==> src/rtl/spi_eng_pkg.sv <==
package spi_eng_pkg;
    localparam int DATA_W = 32;
    localparam int LEN_W  = 5;
    localparam int CS_W   = 2;
    localparam int NCS    = 1 << CS_W;
    localparam int ECNT_W = LEN_W + 1;

    // Command word bit positions
    localparam int B_GO    = 31;
    localparam int B_MST   = 30;
    localparam int B_MODE  = 28;
    localparam int B_CSSEL = 26;
    localparam int B_CSSW  = 21;
    localparam int B_CSVAL = 20;
    localparam int B_LSB   = 16;
    localparam int B_RXEN  = 12;
    localparam int B_TXEN  = 11;
    // Status word bit position
    localparam int B_RDY   = 30;

    typedef struct packed {
        logic              master;
        logic [1:0]        mode;      // [1] polarity, [0] phase
        logic [CS_W-1:0]   cs_sel;
        logic              cs_sw;
        logic              cs_val;
        logic              lsb_first;
        logic              rx_en;
        logic              tx_en;
        logic [LEN_W-1:0]  len_m1;
    } cmd_t;

    typedef struct packed {
        logic              busy;
        cmd_t              cmd;
        logic              rdy;
        logic [ECNT_W-1:0] ecnt;
        logic [DATA_W-1:0] rxd;
        logic              rxp;
        logic [NCS-1:0]    csn;
    } eng_st_t;

    function automatic cmd_t cmd_unpack(input logic [DATA_W-1:0] w);
        cmd_t c;
        c.master    = w[B_MST];
        c.mode      = w[B_MODE +: 2];
        c.cs_sel    = w[B_CSSEL +: CS_W];
        c.cs_sw     = w[B_CSSW];
        c.cs_val    = w[B_CSVAL];
        c.lsb_first = w[B_LSB];
        c.rx_en     = w[B_RXEN];
        c.tx_en     = w[B_TXEN];
        c.len_m1    = w[LEN_W-1:0];
        return c;
    endfunction

    function automatic logic [DATA_W-1:0] cmd_pack(input cmd_t c, input logic busy);
        logic [DATA_W-1:0] w;
        w                 = '0;
        w[B_GO]           = busy;
        w[B_MST]          = c.master;
        w[B_MODE +: 2]    = c.mode;
        w[B_CSSEL +: CS_W] = c.cs_sel;
        w[B_CSSW]         = c.cs_sw;
        w[B_CSVAL]        = c.cs_val;
        w[B_LSB]          = c.lsb_first;
        w[B_RXEN]         = c.rx_en;
        w[B_TXEN]         = c.tx_en;
        w[LEN_W-1:0]      = c.len_m1;
        return w;
    endfunction
endpackage

==> src/rtl/spi_eng_clkgen.sv <==
module spi_eng_clkgen #(
    parameter int DIV = 1
) (
    input  logic clk,
    input  logic rst_n,
    input  logic run,
    input  logic cpol,
    output logic sclk,
    output logic edge_stb
);
    localparam int CW = (DIV < 1) ? 1 : $clog2(DIV + 1);

    typedef struct packed {
        logic [CW-1:0] cnt;
        logic          sclk;
    } cg_st_t;

    cg_st_t s_q, s_d;

    always_comb begin
        s_d      = s_q;
        edge_stb = run && (s_q.cnt == CW'(DIV));
        if (!run) begin
            s_d.cnt  = '0;
            s_d.sclk = cpol;
        end else if (edge_stb) begin
            s_d.cnt  = '0;
            s_d.sclk = ~s_q.sclk;
        end else begin
            s_d.cnt = s_q.cnt + 1'b1;
        end
    end

    always_ff @(posedge clk or negedge rst_n) begin
        if (!rst_n) s_q <= '0;
        else        s_q <= s_d;
    end

    assign sclk = s_q.sclk;
endmodule

==> src/rtl/spi_eng_shifter.sv <==
module spi_eng_shifter
    import spi_eng_pkg::*;
(
    input  logic              clk,
    input  logic              rst_n,
    input  logic              load,
    input  logic [DATA_W-1:0] load_val,
    input  logic              shift_en,
    input  logic              sample_en,
    input  logic              lsb_first,
    input  logic [LEN_W-1:0]  len_m1,
    input  logic              miso,
    output logic              mosi,
    output logic [DATA_W-1:0] rx_fin
);
    typedef struct packed {
        logic [DATA_W-1:0] tx;
        logic [DATA_W-1:0] rx;
    } sh_st_t;

    sh_st_t s_q, s_d;
    logic [DATA_W-1:0] rx_nxt;

    always_comb begin
        s_d = s_q;
        if (sample_en)
            rx_nxt = lsb_first ? {miso, s_q.rx[DATA_W-1:1]} : {s_q.rx[DATA_W-2:0], miso};
        else
            rx_nxt = s_q.rx;
        // LSB-first words fill from the top; align them down to bit 0
        rx_fin = lsb_first ? (rx_nxt >> (LEN_W'(DATA_W - 1) - len_m1)) : rx_nxt;

        if (load) begin
            s_d.tx = load_val;
            s_d.rx = '0;
        end else begin
            s_d.rx = rx_nxt;
            if (shift_en)
                s_d.tx = lsb_first ? {1'b0, s_q.tx[DATA_W-1:1]} : {s_q.tx[DATA_W-2:0], 1'b0};
        end
        mosi = lsb_first ? s_q.tx[0] : s_q.tx[len_m1];
    end

    always_ff @(posedge clk or negedge rst_n) begin
        if (!rst_n) s_q <= '0;
        else        s_q <= s_d;
    end
endmodule

==> src/rtl/spi_blk_engine.sv <==
module spi_blk_engine
    import spi_eng_pkg::*;
#(
    parameter int DIV = 1
) (
    input  logic              clk,
    input  logic              rst_n,
    input  logic              reg_we,
    input  logic              reg_sel,
    input  logic [DATA_W-1:0] reg_wdata,
    output logic [DATA_W-1:0] cmd_rdata,
    output logic [DATA_W-1:0] sts_rdata,
    input  logic [DATA_W-1:0] tx_data,
    output logic              tx_pop,
    output logic [DATA_W-1:0] rx_data,
    output logic              rx_push,
    output logic              sclk,
    output logic              mosi,
    input  logic              miso,
    output logic [NCS-1:0]    cs_n
);
    eng_st_t s_q, s_d;

    logic              edge_stb;
    logic              start;
    logic              last_edge;
    logic              shift_en;
    logic              sample_en;
    logic              cs_active;
    logic [DATA_W-1:0] load_val;
    logic [DATA_W-1:0] rx_fin;
    cmd_t              new_cmd;

    spi_eng_clkgen #(.DIV(DIV)) u_clkgen (
        .clk      (clk),
        .rst_n    (rst_n),
        .run      (s_q.busy),
        .cpol     (s_q.cmd.mode[1]),
        .sclk     (sclk),
        .edge_stb (edge_stb)
    );

    spi_eng_shifter u_shifter (
        .clk       (clk),
        .rst_n     (rst_n),
        .load      (start),
        .load_val  (load_val),
        .shift_en  (shift_en),
        .sample_en (sample_en),
        .lsb_first (s_q.cmd.lsb_first),
        .len_m1    (s_q.cmd.len_m1),
        .miso      (miso),
        .mosi      (mosi),
        .rx_fin    (rx_fin)
    );

    always_comb begin
        s_d       = s_q;
        new_cmd   = cmd_unpack(reg_wdata);
        start     = reg_we && !reg_sel && reg_wdata[B_GO] && !s_q.busy;
        tx_pop    = start && new_cmd.tx_en;
        load_val  = new_cmd.tx_en ? tx_data : '0;
        last_edge = s_q.busy && edge_stb && (s_q.ecnt == {s_q.cmd.len_m1, 1'b1});
        // Edge k: even = leading, odd = trailing
        sample_en = s_q.busy && edge_stb && (s_q.ecnt[0] == s_q.cmd.mode[0]);
        shift_en  = s_q.busy && edge_stb && (s_q.ecnt != '0) && (s_q.ecnt[0] != s_q.cmd.mode[0]);

        // Configuration is frozen while a block runs
        if (reg_we && !reg_sel && !s_q.busy)
            s_d.cmd = new_cmd;

        if (start) begin
            s_d.busy = 1'b1;
            s_d.ecnt = '0;
        end else if (s_q.busy && edge_stb) begin
            s_d.ecnt = s_q.ecnt + 1'b1;
            if (last_edge)
                s_d.busy = 1'b0;
        end

        if (reg_we && reg_sel && reg_wdata[B_RDY])
            s_d.rdy = 1'b0;
        if (last_edge)
            s_d.rdy = 1'b1;

        s_d.rxp = last_edge && s_q.cmd.rx_en;
        if (last_edge)
            s_d.rxd = rx_fin;

        cs_active = s_d.cmd.cs_sw ? !s_d.cmd.cs_val : s_d.busy;
        for (int i = 0; i < NCS; i++)
            s_d.csn[i] = !(cs_active && (s_d.cmd.cs_sel == CS_W'(i)));
    end

    always_ff @(posedge clk or negedge rst_n) begin
        if (!rst_n) begin
            s_q     <= '0;
            s_q.csn <= '1;
        end else begin
            s_q <= s_d;
        end
    end

    assign cmd_rdata = cmd_pack(s_q.cmd, s_q.busy);
    assign sts_rdata = {{(DATA_W-1-B_RDY){1'b0}}, s_q.rdy, {B_RDY{1'b0}}};
    assign rx_data   = s_q.rxd;
    assign rx_push   = s_q.rxp;
    assign cs_n      = s_q.csn;
endmodule

==> config.mk <==
export PLATFORM = sky130hd
export DESIGN_NAME = spi_blk_engine
export DESIGN_NICKNAME = d
export VERILOG_FILES = /design/src/rtl/spi_eng_pkg.sv /design/src/rtl/spi_eng_clkgen.sv /design/src/rtl/spi_eng_shifter.sv /design/src/rtl/spi_blk_engine.sv
export SDC_FILE = /design/constraint.sdc
export NUM_CORES = 1
export LEC_CHECK = 0
export BUFFER_PORTS_ARGS = -buffer_cell sky130_fd_sc_hd__buf_2
export CORE_MARGIN = 3
export CORE_UTILIZATION = 40
export CTS_CLUSTER_SIZE = 25
export DETAILED_ROUTE_END_ITERATION = 16
export MAX_ROUTING_LAYER = met4
export SYNTH_ARGS = -nofsm -noshare
export SYNTH_HDL_FRONTEND = slang
export SYNTH_SLANG_ARGS = --single-unit
==> constraint.sdc <==
create_clock -name clk -period 5.5 [get_ports clk]
set_input_delay 1.1 -clock clk [delete_from_list [all_inputs] [get_ports clk]]
set_output_delay 1.1 -clock clk [all_outputs]
set_load 0.02 [all_outputs]
# --- Word-level counts from Yosys, hierarchy flattened ---
# Index checks and enable logic that the tools add are counted.
op_classes:
  add_sub_neg: 3
  order_cmp: 1
  eq_ne: 7
  shifts: 1
  mux: 22
  n_bitwise: 1
  reduce_logical: 30
op_table:
  columns: ["operator", "count"]
  rows:
  - ["32-bit two-way mux", 6]
  - ["64-bit two-way mux", 1]
  - ["32-bit by 5-bit >> shifter with 32-bit output", 1]
  - ["1-bit logical AND", 18]
  - ["12-bit two-way mux", 1]
  - ["6-bit two-way mux", 2]
  - ["1-bit two-way mux", 10]
  - ["1-bit logical NOT", 7]
  - ["6-bit by 1-bit adder with 6-bit output, second input constant", 1]
  - ["6-bit == test", 1]
  - ["5-bit by 6-bit less-than comparator with 1-bit output, second input constant", 1]
  - ["2-bit nonzero test", 3]
  - ["6-bit nonzero test", 1]
  - ["1-bit binary-select mux with 5-bit select", 1]
  - ["5-bit subtractor, first input constant", 1]
  - ["2-bit == test, second input constant", 2]
  - ["2-bit by 1-bit == test with 1-bit output, second input constant", 1]
  - ["2-bit logical NOT", 1]
  - ["2-bit two-way mux", 1]
  - ["2-bit by 1-bit inequality test with 1-bit output, second input constant", 1]
  - ["1-bit adder, second input constant", 1]
  - ["1-bit == test", 1]
  - ["1-bit inequality test", 1]
  - ["1-bit NOT", 1]
totals:
  ff_bits: 126
  input_bits: 69
  output_inout_bits: 104
  wordCells: 84

# --- Logic depth before layout (Yosys ltp) ---
logic_depth:
  word_depth: 9
  ltp_mapped: 10
  depth_no_buf: 7

# --- By module ---
# Synthesis repeated with hierarchy kept, for this count alone.
unflattened:
  hier_cells: 989
  hier_area_um2: 9765.6
modules_own_cells:
  columns: ["module", "instances", "cells_per_inst", "area_each_um2", "seq_area_each_um2"]
  rows:
  - ["spi_eng_shifter", 1, 670, 6134.6, 1601.5]
  - ["spi_blk_engine", 1, 312, 3547.2, 1506.4]
  - ["spi_eng_clkgen", 1, 7, 83.8, 50.0]

# --- Worst setup path after synthesis ---
# No wires, ideal clock.
synth_path:
  kind: "register to output"
  startpoint: "register s_q (netlist bit cmd_rdata[0])"
  endpoint: "output port mosi"
  arrival_ns: 2.399
  required_time_ns: 4.400
  slack_ns: 2.001
  path_stages_with_launch: 8
  n_path_buf: 3
  path_cell_list: "dfrtp_1 buf_2 buf_2 clkbuf_1 mux4_2 mux4_2 mux2i_1 o21ai_0"
synth_via:
  elab_chain_cells: 3
synth_lines:
  columns: ["item", "line", "rtl"]
  rows:
  - ["from (decl)", "spi_blk_engine.sv:22", "eng_st_t s_q, s_d;"]
  - ["1-bit binary-select mux with 5-bit select", "spi_eng_shifter.sv:41", "mosi = lsb_first ? s_q.tx[0] : s_q.tx[len_m1];"]
  - ["1-bit two-way mux (implied by the code)", "spi_eng_shifter.sv:41", null]
  - ["1-bit two-way mux", "spi_eng_shifter.sv:41", null]
  - ["to (decl)", "spi_blk_engine.sv:18", "output logic mosi,"]
# Every way passes these cells. The select of a mux whose other input is x is not followed.

# --- Worst setup path after layout ---
layout_path:
  startpoint: "register s_q (netlist bit cmd_rdata[31])"
  endpoint: "register s_q (netlist bit rx_data[4])"
layout_via:
  elab_chain_cells: 6
  elab_cells_between_ends: 7
  classes_between: "shift (1); mux (2); reduce/logical (4)"
layout_lines:
  columns: ["item", "line", "rtl"]
  rows:
  - ["1-bit logical AND", "spi_eng_clkgen.sv:22", "edge_stb = run && (s_q.cnt == CW'(DIV));"]
  - ["1-bit logical AND (*)", "spi_blk_engine.sv:63, spi_blk_engine.sv:65", null]
  - ["1-bit logical AND", "spi_blk_engine.sv:65", "sample_en = s_q.busy && edge_stb && (s_q.ecnt[0] == s_q.cmd.mode[0]);"]
  - ["32-bit two-way mux", "spi_eng_shifter.sv:26", "if (sample_en)"]
  - ["32-bit by 5-bit >> shifter with 32-bit output", "spi_eng_shifter.sv:31", "rx_fin = lsb_first ? (rx_nxt >> (LEN_W'(DATA_W - 1) - len_m1)) : rx_nxt;"]
  - ["32-bit two-way mux", "spi_eng_shifter.sv:31", null]
# Every way passes the cells marked *; elsewhere a longest branch is shown, timed or not.
# A chain may end at the register's enable or synchronous reset.

==> parameters.txt <==
Parameter                              Value

Worst setup path
  Worst Path Class, Setup ... reg -> reg
  Critical path launch point type ... flip-flop
  WP data required ... just under 6 ns
  CP top delay family ... simple AND/OR/NAND/NOR gates
  Critical path buffers and inverters ... 1
  Ordered cell list for the critical path ... nand2_1 > nor2_4 > buf_4 > mux2i_1 > mux2i_1 > mux4_2 > o21ai_0 > o22ai_1
  CP max FO ... 35
  Endpoint type of the worst setup path ... flip-flop
  Most common cell on crit path ... sky130_fd_sc_hd__mux2i_1
  Highest cell delay on the worst timing path ... about 0.75 ns
  Cell at the slowest stage of the critical path ... sky130_fd_sc_hd__nor2_4
  Data arrival time of the critical path ... between 4 and 5 ns

Worst hold path
  Class of the most critical hold timing path ... reg -> reg

Cells and area
  Core utilization of the finished layout ... 0.451
  Post-route standard cell area excluding fillers ... between 10000 and 15000 um^2
  Number of non-filler instances in the completed layout ... 1404
  Nets@finish ... between 1000 and 1500
  Commonest non-fill, non-tap cells in the layout ... sky130_fd_sc_hd__dfrtp_1, sky130_fd_sc_hd__nand2_1, sky130_fd_sc_hd__nor2_1, sky130_fd_sc_hd__buf_2
  Most common cell after layout, fill and taps aside ... sky130_fd_sc_hd__dfrtp_1
  Share of cells above drive strength 1 ... 0.239
  Area growth from synthesis to layout ... 8.47%

Pwr
  IR Drop Worst-Case VDD ... between 0.2 and 0.3 mV
  Static Leak ... 4.40 nW
  Power per standard cell area ... between 700 and 800 nW/um^2

Routing
  DRC violation total after the first TritonRoute iteration ... 1001
  Via Count ... between 8000 and 9000
  Router iterations before antenna repair ... 8
  Sum of routed wire length over all layers ... about 28000 um
  Post-DRT Antenna Nets ... 0
  Routed vias/inst ... 5.88
  Wire length per cell after detailed routing ... 20.0 um
  Remaining routing DRC violations ... 0

Clock tree
  Library cell used as clock root buffer ... sky130_fd_sc_hd__clkbuf_16
  Worst-skew pair later-pin latency ... roughly 0.43 ns
  Setup repair bufs after CTS ... 0
  Clock-pin slew on the worst setup and hold paths ... around 0.06 ns
  Number of hold-repair buffers added at the cts stage ... 0
  TritonCTS Sinks ... roughly 130
  Post-cts resize count ... 0
  Bufs on Longest Clock Path ... 2
  Number of buffers added by the clock tree synthesis step ... 17
  TritonCTS clock tree ... built
  # H-tree levels ... 4

Logic synthesis
  Synth area leader ... sky130_fd_sc_hd__dfrtp_1
  Mapped Cells ... 1066
  Mapped Area ... 9580 um^2
  Library cells used by synthesis ... 64
  Sequential-to-total area share from yosys stat ... 0.330
  Proportion of netlist area held by the largest area contributor ... 0.319
  Post-Synthesis Mean Instance Area ... between 8 and 9 um^2
  Most used DFF post-synth ... sky130_fd_sc_hd__dfrtp_1
  Synthesis-stage register bit count ... roughly 130
  Share of synthesized registers carrying an async set or reset ... 1.00
  EDFF count, synth ... 0
  Synth top area cells ... sky130_fd_sc_hd__dfrtp_1, sky130_fd_sc_hd__mux4_2, sky130_fd_sc_hd__buf_4, sky130_fd_sc_hd__mux2i_1, sky130_fd_sc_hd__mux2_2
  Total of warnings raised by yosys ... 0

GRT
  Global-route usage over all layers ... 0.223
  Initial antenna violation count ... 1
  Leftover overflow at the end of global routing ... 0
  Global-route wire length before repair ... approximately 45000 um
  Vias in the first global route ... roughly 7800
  Largest net degree at the start of global routing ... 104

Die
  Horizontal die dimension ... 161 um
  Ports ... about 170
  Effective utilization at floorplan ... 0.415
  FP Rows ... 55
  Area enclosed by the die boundary ... 25800 um^2
  Placeable core area ... approximately 23000 um^2
  Y dimension of the die ... roughly 160 um

STA
  Final-layout worst hold slack ... 0.465 ns
  Count of final setup violators ... 0
  Transition time at the pin with the least slew margin ... between 1 and 1.5 ns
  Sum of negative setup slack ... 0 ns
  Clk_skew ... 0.0117 ns
  Maximum frequency from static timing analysis ... between 0.2 and 0.3 GHz
  Number of pins exceeding their max-slew limit in the final report ... 0
  Count of final hold-check violations ... 0
  Unrepaired setup endpoints after global routing ... no
  Final period demand of the worst path ... roughly 4 ns
  Worst slew margin relative to its limit ... 0.301
  Share of the clock period used by the worst path after layout ... 0.714

Flow run
  Max-Cap Viols ... 0

Placed design
  Count of placed standard cells including taps ... approximately 1400
  Area of placed instances ... around 9800 um^2
  Routability Congestion ... approximately 0.96
  Port Buffer Count ... about 110
  Half-perimeter wire length after placement ... roughly 20000 um

Outcome
  Run status ... finished clean
-- layer usage --
metal,GRT usage,up-vias,share of wire
met5,-,-,0
met3,0.0529,68,0.092
met4,0.0833,0,0.029
met1,0.314,3989,0.45
li1,-,3757,-
met2,0.313,438,0.43
-- registers in the layout, summed over array words and instances (netlist names) --
signal,cells
cs_n,4
u_shifter.s_q,64
sts_rdata,1
rx_data,32
u_clkgen.s_q,1
u_clkgen.sclk,1
rx_push,1
cmd_rdata,16
s_q,6
-- stage by stage --
stage               setup WS, ns  power, mW
finish                      1.58       7.28
global route                1.41       7.74
CTS                         1.64       7.22
detailed placement          1.65       6.00
global placement            1.67       5.97
floorplan                   2.00       5.04
-- power by group --
group / total [mW] / switching [mW] / leakage [nW] / internal (mW)
combinational: 4.27 / 2.64 / 2.57 / 1.64
sequential: 1.80 / 0.483 / 1.53 / 1.32
clock: 1.20 / 0.482 / 0.292 / 0.722
total: 7.28 / 3.60 / 4.40 / 3.68
-- final timing paths --
| kind | startpoint | endpoint | slack [ns] | depth (start not counted) |
|---|---|---|---|---|
| max in group asynchronous | rst_n | u_shifter.s_q[10]$_DFF_PN0_ | 3.75 | 2 |
| max reg2reg | cmd_rdata[31]$_DFF_PN0_ | rx_data[4]$_DFFE_PN0P_ | 1.58 | 8 |
| max | cmd_rdata[31]$_DFF_PN0_ | rx_data[4]$_DFFE_PN0P_ | 1.58 | 8 |
| min reg2reg | rx_data[31]$_DFFE_PN0P_ | rx_data[31]$_DFFE_PN0P_ | 0.47 | 2 |
| min | rx_data[31]$_DFFE_PN0P_ | rx_data[31]$_DFFE_PN0P_ | 0.47 | 2 |
| min in group asynchronous | rst_n | rx_data[27]$_DFFE_PN0P_ | 0.71 | 1 |
-- cell usage after synthesis, types with 3 or more instances --
library cell                number
sky130_fd_sc_hd__nor2_1        109
sky130_fd_sc_hd__clkinv_1        3
sky130_fd_sc_hd__nor3_1         10
sky130_fd_sc_hd__o31ai_1         6
sky130_fd_sc_hd__inv_1          13
sky130_fd_sc_hd__buf_2          19
sky130_fd_sc_hd__xor2_1          3
sky130_fd_sc_hd__a311oi_1        3
sky130_fd_sc_hd__o211ai_1       10
sky130_fd_sc_hd__and2_1         11
sky130_fd_sc_hd__buf_4         101
sky130_fd_sc_hd__dfrtp_1       122
sky130_fd_sc_hd__a21boi_0        3
sky130_fd_sc_hd__nand3_1        24
sky130_fd_sc_hd__mux2i_1        68
sky130_fd_sc_hd__nor2b_1         6
sky130_fd_sc_hd__a21oi_1        68
sky130_fd_sc_hd__a31oi_1        43
sky130_fd_sc_hd__o221a_2         3
sky130_fd_sc_hd__a32oi_1         4
sky130_fd_sc_hd__nand2_1       117
sky130_fd_sc_hd__clkbuf_1       43
sky130_fd_sc_hd__o22a_1          4
sky130_fd_sc_hd__nand4_1        16
sky130_fd_sc_hd__mux2_2         41
sky130_fd_sc_hd__a22o_1          3
sky130_fd_sc_hd__mux4_2         43
sky130_fd_sc_hd__nand2b_1        4
sky130_fd_sc_hd__buf_1          16
sky130_fd_sc_hd__xnor2_1         8
sky130_fd_sc_hd__a211oi_1        3
sky130_fd_sc_hd__dfstp_2         4
sky130_fd_sc_hd__a22oi_1        14
sky130_fd_sc_hd__o221ai_1        5
sky130_fd_sc_hd__o2111ai_1       5
sky130_fd_sc_hd__o21ai_0        68
-- worst min-delay path, cell delays in order (launching register included) --
cell	delay, ns
sky130_fd_sc_hd__dfrtp_1	0.34
sky130_fd_sc_hd__nand2_1	0.05
sky130_fd_sc_hd__nand2_1	0.05
-- logic make-up after synthesis --
kind of cell,synth area share
simple gates,0.140
xor+xnor,0.0135
compound gates,0.174
fa+ha+maj,0.00261
flops,0.330
mux,0.222
other cells,0.000392
buf+inv,0.119
-- area by class of cell --
class / count / area [um^2]
Multi-Input combinational cell: 791 / 5480
Antenna cell: 1 / 2.50
Timing Repair Buffer: 125 / 672
Inverter: 16 / 60.1
Sequential cell: 126 / 3160
Fill cell: 2233 / 12700
Clock buffer: 18 / 429
Clock inverter: 14 / 184
Tap cell: 313 / 392
No activity file was read; power rests on OpenSTA's default activity.
